**src/rtl/rate_pkg.sv**
```systemverilog
package rate_pkg;

  typedef enum logic [1:0] {
    SPD_NORMAL = 2'b00,
    SPD_DOUBLE = 2'b01,
    SPD_QUAD   = 2'b10
  } speed_e;

  typedef enum logic [2:0] {
    SQ_IDLE   = 3'd0,
    SQ_MUTE   = 3'd1,
    SQ_HOLD   = 3'd2,
    SQ_REINIT = 3'd3,
    SQ_UNMUTE = 3'd4
  } seq_e;

  localparam logic [1:0] SEL_FOLLOW = 2'b00;
  localparam logic [1:0] SEL_NORMAL = 2'b01;
  localparam logic [1:0] SEL_DOUBLE = 2'b10;
  localparam logic [1:0] SEL_QUAD   = 2'b11;

endpackage

```
**src/rtl/rate_ratio_meter.sv**
```systemverilog
// Measures master-clock cycles per frame-clock period and qualifies
// the "near RATIO" verdict over two consecutive frames.
module rate_ratio_meter #(
  parameter int RATIO = 128,
  parameter int TOL   = 2
) (
  input  logic clk,
  input  logic rst_n,
  input  logic frame_i,
  output logic quad_o
);

  localparam int CW = $clog2(RATIO + TOL + 2) + 1;
  localparam logic [CW-1:0] LO_LIM = CW'(RATIO - TOL);
  localparam logic [CW-1:0] HI_LIM = CW'(RATIO + TOL);
  localparam logic [CW-1:0] SAT    = {CW{1'b1}};

  logic [2:0]    sync_q;
  logic          rise_w;
  logic [CW-1:0] cnt_q, cnt_d;
  logic          cnt_en;
  logic          seen_q;
  logic          acc_q, acc_d;
  logic          pend_q, pend_d;
  logic          take_w;
  logic          near_w;

  assign rise_w = sync_q[1] & ~sync_q[2];
  assign near_w = (cnt_q >= LO_LIM) && (cnt_q <= HI_LIM);
  assign take_w = rise_w & seen_q;

  always_comb begin
    cnt_en = rise_w | (cnt_q != SAT);
    cnt_d  = rise_w ? CW'(1) : cnt_q + CW'(1);
  end

  always_comb begin
    acc_d  = acc_q;
    pend_d = pend_q;
    if (near_w == acc_q) begin
      pend_d = 1'b0;
    end else if (pend_q) begin
      acc_d  = near_w;
      pend_d = 1'b0;
    end else begin
      pend_d = 1'b1;
    end
  end

  always_ff @(posedge clk or negedge rst_n) begin
    if (!rst_n) begin
      sync_q <= '0;
    end else begin
      sync_q <= {sync_q[1:0], frame_i};
    end
  end

  always_ff @(posedge clk or negedge rst_n) begin
    if (!rst_n) begin
      cnt_q <= '0;
    end else if (cnt_en) begin
      cnt_q <= cnt_d;
    end
  end

  always_ff @(posedge clk or negedge rst_n) begin
    if (!rst_n) begin
      seen_q <= 1'b0;
    end else if (rise_w) begin
      seen_q <= 1'b1;
    end
  end

  always_ff @(posedge clk or negedge rst_n) begin
    if (!rst_n) begin
      acc_q  <= 1'b0;
      pend_q <= 1'b0;
    end else if (take_w) begin
      acc_q  <= acc_d;
      pend_q <= pend_d;
    end
  end

  assign quad_o = acc_q;

endmodule

```
**src/rtl/rate_mode_resolve.sv**
```systemverilog
// Combines pin, register field, clock role and measured ratio.
module rate_mode_resolve
  import rate_pkg::*;
(
  input  logic       is_master_i,
  input  logic       dbl_pin_i,
  input  logic [1:0] rate_sel_i,
  input  logic       auto_quad_i,
  output speed_e     mode_o
);

  logic want_dbl;

  always_comb begin
    want_dbl = (rate_sel_i == SEL_DOUBLE) ||
               ((rate_sel_i == SEL_FOLLOW) && dbl_pin_i);
    if (is_master_i) begin
      if (rate_sel_i == SEL_QUAD) mode_o = SPD_QUAD;
      else if (want_dbl)          mode_o = SPD_DOUBLE;
      else                        mode_o = SPD_NORMAL;
    end else begin
      if (want_dbl)               mode_o = SPD_DOUBLE;
      else if (auto_quad_i)       mode_o = SPD_QUAD;
      else                        mode_o = SPD_NORMAL;
    end
  end

endmodule

```
**src/rtl/rate_seq_fsm.sv**
```systemverilog
// Mute / reset-hold / reinit / unmute sequencer with mid-sequence restart.
module rate_seq_fsm
  import rate_pkg::*;
#(
  parameter int HOLD_CYC   = 16,
  parameter int REINIT_MAX = 64
) (
  input  logic   clk,
  input  logic   rst_n,
  input  speed_e want_i,
  input  logic   done_i,
  output speed_e speed_o,
  output seq_e   state_o
);

  localparam int LIM = (HOLD_CYC > REINIT_MAX) ? HOLD_CYC : REINIT_MAX;
  localparam int CW  = $clog2(LIM + 1);
  localparam logic [CW-1:0] HOLD_LAST = CW'(HOLD_CYC - 1);
  localparam logic [CW-1:0] RE_LAST   = CW'(REINIT_MAX - 1);

  seq_e          st_q, st_d;
  speed_e        cur_q, tgt_q;
  logic          cur_en, tgt_en;
  logic [CW-1:0] cnt_q, cnt_d;
  logic          restart_w;

  assign restart_w = (st_q != SQ_IDLE) && (want_i != tgt_q);

  always_comb begin
    st_d   = st_q;
    cnt_d  = cnt_q;
    cur_en = 1'b0;
    tgt_en = 1'b0;
    if (restart_w) begin
      st_d   = SQ_MUTE;
      tgt_en = 1'b1;
      cnt_d  = '0;
    end else begin
      case (st_q)
        SQ_IDLE: begin
          if (want_i != cur_q) begin
            st_d   = SQ_MUTE;
            tgt_en = 1'b1;
          end
        end
        SQ_MUTE: begin
          st_d   = SQ_HOLD;
          cur_en = 1'b1;
          cnt_d  = HOLD_LAST;
        end
        SQ_HOLD: begin
          if (cnt_q == '0) begin
            st_d  = SQ_REINIT;
            cnt_d = '0;
          end else begin
            cnt_d = cnt_q - CW'(1);
          end
        end
        SQ_REINIT: begin
          if (done_i || (cnt_q == RE_LAST)) begin
            st_d  = SQ_UNMUTE;
            cnt_d = '0;
          end else begin
            cnt_d = cnt_q + CW'(1);
          end
        end
        SQ_UNMUTE: st_d = SQ_IDLE;
        default:   st_d = SQ_IDLE;
      endcase
    end
  end

  always_ff @(posedge clk or negedge rst_n) begin
    if (!rst_n) begin
      st_q  <= SQ_IDLE;
      cnt_q <= '0;
    end else begin
      st_q  <= st_d;
      cnt_q <= cnt_d;
    end
  end

  always_ff @(posedge clk or negedge rst_n) begin
    if (!rst_n) begin
      tgt_q <= SPD_NORMAL;
    end else if (tgt_en) begin
      tgt_q <= want_i;
    end
  end

  always_ff @(posedge clk or negedge rst_n) begin
    if (!rst_n) begin
      cur_q <= SPD_NORMAL;
    end else if (cur_en) begin
      cur_q <= tgt_q;
    end
  end

  assign speed_o = cur_q;
  assign state_o = st_q;

endmodule

```
**src/rtl/rate_out_gate.sv**
```systemverilog
// Forces the hard-mute pattern on each output channel.
module rate_out_gate #(
  parameter int NCH = 6
) (
  input  logic           mute_i,
  input  logic [NCH-1:0] p_i,
  input  logic [NCH-1:0] m_i,
  input  logic [NCH-1:0] v_i,
  output logic [NCH-1:0] p_o,
  output logic [NCH-1:0] m_o,
  output logic [NCH-1:0] v_o
);

  for (genvar c = 0; c < NCH; c++) begin : g_ch
    assign p_o[c] = mute_i ? 1'b0 : p_i[c];
    assign m_o[c] = mute_i ? 1'b1 : m_i[c];
    assign v_o[c] = mute_i ? 1'b0 : v_i[c];
  end

endmodule

```
**src/rtl/rate_restart_ctrl.sv**
```systemverilog
module rate_restart_ctrl
  import rate_pkg::*;
#(
  parameter int NCH        = 6,
  parameter int HOLD_CYC   = 16,
  parameter int REINIT_MAX = 64,
  parameter int RATIO      = 128,
  parameter int RATIO_TOL  = 2
) (
  input  logic           clk,
  input  logic           rst_n,
  input  logic           is_master_i,
  input  logic           dbl_pin_i,
  input  logic [1:0]     rate_sel_i,
  input  logic           frame_clk_i,
  input  logic           reinit_done_i,
  input  logic [NCH-1:0] pwm_p_i,
  input  logic [NCH-1:0] pwm_m_i,
  input  logic [NCH-1:0] pwm_valid_i,
  output logic [1:0]     speed_o,
  output logic           busy_o,
  output logic           hard_mute_o,
  output logic           proc_reset_o,
  output logic           bus_hold_o,
  output logic           reinit_req_o,
  output logic [NCH-1:0] pwm_p_o,
  output logic [NCH-1:0] pwm_m_o,
  output logic [NCH-1:0] pwm_valid_o
);

  logic [1:0] rst_pipe;
  logic       rst_sync_n;
  logic       auto_quad;
  speed_e     want_mode;
  speed_e     cur_mode;
  seq_e       seq_state;

  always_ff @(posedge clk or negedge rst_n) begin
    if (!rst_n) begin
      rst_pipe <= 2'b00;
    end else begin
      rst_pipe <= {rst_pipe[0], 1'b1};
    end
  end
  assign rst_sync_n = rst_pipe[1];

  rate_ratio_meter #(
    .RATIO (RATIO),
    .TOL   (RATIO_TOL)
  ) u_meter (
    .clk     (clk),
    .rst_n   (rst_sync_n),
    .frame_i (frame_clk_i),
    .quad_o  (auto_quad)
  );

  rate_mode_resolve u_resolve (
    .is_master_i (is_master_i),
    .dbl_pin_i   (dbl_pin_i),
    .rate_sel_i  (rate_sel_i),
    .auto_quad_i (auto_quad),
    .mode_o      (want_mode)
  );

  rate_seq_fsm #(
    .HOLD_CYC   (HOLD_CYC),
    .REINIT_MAX (REINIT_MAX)
  ) u_fsm (
    .clk     (clk),
    .rst_n   (rst_sync_n),
    .want_i  (want_mode),
    .done_i  (reinit_done_i),
    .speed_o (cur_mode),
    .state_o (seq_state)
  );

  assign speed_o      = cur_mode;
  assign busy_o       = (seq_state != SQ_IDLE);
  assign hard_mute_o  = busy_o;
  assign proc_reset_o = (seq_state == SQ_MUTE) || (seq_state == SQ_HOLD);
  assign bus_hold_o   = (seq_state == SQ_MUTE) || (seq_state == SQ_HOLD) ||
                        (seq_state == SQ_REINIT);
  assign reinit_req_o = (seq_state == SQ_REINIT);

  rate_out_gate #(
    .NCH (NCH)
  ) u_gate (
    .mute_i (hard_mute_o),
    .p_i    (pwm_p_i),
    .m_i    (pwm_m_i),
    .v_i    (pwm_valid_i),
    .p_o    (pwm_p_o),
    .m_o    (pwm_m_o),
    .v_o    (pwm_valid_o)
  );

endmodule

```
**config.mk**
```make
export PLATFORM = sky130hd
export DESIGN_NAME = rate_restart_ctrl
export DESIGN_NICKNAME = d
export VERILOG_FILES = /design/src/rtl/rate_pkg.sv /design/src/rtl/rate_ratio_meter.sv /design/src/rtl/rate_mode_resolve.sv /design/src/rtl/rate_seq_fsm.sv /design/src/rtl/rate_out_gate.sv /design/src/rtl/rate_restart_ctrl.sv
export SDC_FILE = /design/constraint.sdc
export NUM_CORES = 1
export LEC_CHECK = 0
export ABC_AREA = 1
export BUFFER_PORTS_ARGS = -buffer_cell sky130_fd_sc_hd__buf_4
export CAP_MARGIN = 15
export CORE_MARGIN = 2
export CORE_UTILIZATION = 50
export CTS_BUF_LIST = sky130_fd_sc_hd__clkbuf_8
export DETAILED_ROUTE_END_ITERATION = 6
export PLACE_DENSITY = 0.79
export SYNTH_ARGS = -nofsm -noshare
export SYNTH_HDL_FRONTEND = slang
export SYNTH_SLANG_ARGS = --single-unit
```
**constraint.sdc**
```tcl
create_clock -name clk -period 1.46 [get_ports clk]
set_clock_uncertainty 0.15 [all_clocks]
set_input_delay 0.146 -clock clk [delete_from_list [all_inputs] [get_ports clk]]
set_output_delay 0.146 -clock clk [all_outputs]
set_load 0.01 [all_outputs]
```
==> flow_metrics.tcl <==
set metrics [dict create \
    reg2reg_depth 9 \
    setup_violations 48 \
    cts_tree "built" \
    die_y_um 68.3 \
    cp_common_cell "nor2_4" \
    worst-setup-path-type "reg -> out" \
    rsz0062_at_grt "yes" \
    fin_nets 447 \
    final_layout_size_suffix_gt1_frac 0.589 \
    r2r-end "u_fsm.cnt_q[6]" \
    reg2reg_from "u_fsm.state_o[0]" \
    dpl_cell_area_mm2 0.00280 \
    r2r_slack_ns -0.54 \
    syn_inst 289 \
    place_ws_ns -0.323 \
    cts.path.max_buffers 2 \
    maxCapViolCount 0 \
    cp_slowest_stage_delay_ns 0.49 \
    dieArea_mm2 0.00466 \
    grt_antenna_before_repair 0 \
    slowest_stage "dfrtp_1" \
    cp.arrival_ns 1.72 \
    grt_usage 0.333 \
    ir_drop_uv 1210 \
    grt_pass1_wl_mm 11.3 \
    ys_warn_count 0 \
    fp.dieW_um 68.3 \
    clkPwrFrac 0.098 \
    seqPwrFrac 0.178 \
    ctsHtreeMaxLevel 2 \
    required_ns 1.16 \
    clockRootBuffer "clkbuf_8" \
    crit_buf_inv 2 \
    dp_hpwl_mm 4.00 \
    ys_types 31 \
    clock-sinks 31 \
    crit_family "simple AND/OR/NAND/NOR gates" \
    routed_wl_mm 11.4 \
    syn_area_mm2 0.00207 \
    final_common_cell "buf_4" \
    syn_avg_cell_area_um2 7.15 \
    synth.yosys.seq_area_share 0.375 \
    firstDrtPassIters 6 \
    hold_viol 5 \
    num_rows 23 \
    grt_max_degree 24 \
    clock_latency_ns 0.29 \
    violations "negative hold slack, negative setup slack" \
    synth_flop_cell "dfrtp_1" \
    n_antenna_cell 0 \
    p_int_uw 4010 \
    grt_pass1_vias 2453 \
    stdcell_count 466 \
    layout_common_cells "82 x buf_4, 47 x nand2_1, 41 x inv_1" \
    fin_crit_sh 1.38 \
    start_util 0.517 \
    detail-route-antenna-nets 0 \
    syn_nets 321 \
    critPathCaptureType "output pin" \
    synth_edf_count 0 \
    p_switching_uw 3800 \
    p_per_area_mw_per_mm2 2070 \
    p_leak_uw 0.00188 \
    cts.clk_slew.worst_paths_ns 0.07 \
    crit_chain "nor2_4, nand2_4, clkbuf_16, nor2_4, buf_6" \
    outcome "complete, but fails checks" \
    ioPinCount 51 \
    cp_max_fo 7 \
    dr.first_iter.drc_count 478 \
    tns_ns -18.73 \
    cp-start-kind "flip-flop" \
    gp_congestion 0.904 \
    design_area_mm2 0.00377 \
    cts_made_buffers 5 \
    async_reset_ff_frac 1.00 \
    ys_seq_elements 31 \
    fin_hold_ws_ns -0.00445 \
    syn_to_final_growth_pct 82.6 \
    routedWlPerCell_um 24.5 \
    drc 0 \
    vias 3021 \
    dpl.cell_count 421 \
    layout_min_cycle_time_ns 2.02 \
    min_path_type "reg -> async" \
    grt.overflow.total 0 \
    fin_ws_ns -0.557 \
    fp.coreArea_mm2 0.00400 \
    avgViaCountPerCell 6.48 \
    portBuffers 50 \
    drv_slew 0 \
    p_comb_frac 0.724 \
    max_freq_ghz 0.496 \
    swShare 0.487 \
]
==> metrics by stage <==
| step | utilization | power (µW) |
|---|---|---|
| 2_1_floorplan | - | 3050 |
| 3_3_place_gp | 0.701 | 4200 |
| 5_1_grt | 0.944 | 8040 |
| 4_1_cts | 0.843 | 5980 |
| 6_report | 0.944 | 7810 |
| 3_5_place_dp | 0.701 | 4270 |
==> worst max-delay path by stage <==
stage / startpoint / endpoint / slack [ns] / depth (start not counted)
final: u_fsm.state_o[0] / pwm_valid_o[5] / -0.56 / 5
after global routing: u_fsm.state_o[0] / u_fsm.cnt_q[6] / -0.56 / 9
after CTS: u_meter.cnt_q[0] / u_meter.cnt_q[6] / -0.23 / 8
after detailed placement: u_meter.cnt_q[0] / u_meter.cnt_q[6] / -0.32 / 8
after global placement: u_meter.cnt_q[0] / u_meter.cnt_q[7] / -0.20 / 8
after floorplan: u_meter.cnt_q[1] / u_meter.cnt_q[6] / -0.26 / 8
==> worst reg2reg max path, stage by stage (launching register included) <==
cell and delay [ns]:
dfrtp_1 0.49, nor2_4 0.33, inv_2 0.12, nor2_4 0.18, nand2_2 0.13, inv_2 0.13, nand3_2 0.09, nand2_1 0.07
nand2_1 0.08, o21ai_1 0.13
==> routing by layer <==
metal  track usage  vias to the layer above  routed length [µm]
li1              -                     1167                   -
met4         0.210                        0                 894
met3        0.0987                      119                1600
met5             0                        -                   0
met1         0.343                     1370                3740
met2         0.587                      365                5170
==> cells in the mapped netlist, drive strengths merged (2+ instances only) <==
| cell type | n | share of area |
|---|---|---|
| a21oi | 6 | 0.015 |
| buf | 5 | 0.018 |
| dfrtp | 31 | 0.38 |
| ha | 6 | 0.036 |
| inv | 55 | 0.10 |
| nand2 | 72 | 0.15 |
| nand3 | 29 | 0.073 |
| nand3b | 2 | 0.0073 |
| nand4 | 9 | 0.030 |
| nor2 | 34 | 0.079 |
| nor3 | 4 | 0.012 |
| nor4 | 2 | 0.0061 |
| o21ai | 18 | 0.044 |
| or2 | 7 | 0.021 |
| xor2 | 4 | 0.017 |
==> state kept, by name, summed over array words and instances (netlist names) <==
register,flops
u_meter.cnt_q,9
u_fsm.cnt_q,7
u_fsm.state_o,3
u_meter.sync_q,3
rst_pipe,2
u_fsm.speed_o,2
u_fsm.tgt_q,2
u_meter.pend_q,1
u_meter.quad_o,1
u_meter.seen_q,1
==> layout make-up <==
type	instances	area (µm²)
inverter	55	214
tap	50	62.6
fill	104	225
timing repair buffer	122	1100
clock inverter	1	3.75
multi-input combinational	200	1520
clock buffer	7	96.3
sequential	31	778
==> power groups by stage <==
stage | Clock (µW) | Sequential (µW) | Combinational [µW]
after floorplan | 0 | 1290 | 1760
after global placement | 0 | 1260 | 2930
after detailed placement | 0 | 1280 | 2990
after CTS | 755 | 1290 | 3940
after global routing | 788 | 1370 | 5880
final | 762 | 1390 | 5650
==> timing repair <==
| item | 4_1_cts | 5_1_grt |
|---|---|---|
| gates resized for setup | 83 | 76 |
| setup buffers | 20 | 13 |
| gates cloned | 0 | 3 |
| pin swaps | 20 | 19 |
| hold buffers | 2 | 0 |
| hold endpoints to repair | 3 | 0 |
| endpoints found under the setup margin | 45 | 48 |
==> cells by family after synthesis <==
group,share of synthesized area
buffers and inverters,0.117
adders and majority gates,0.0363
other,0.00181
DFF,0.375
AOI/OAI and AO/OA,0.0739
and+or+nand+nor,0.378
xor gates and xnor gates,0.0169
(Power assumes the default switching activity.)
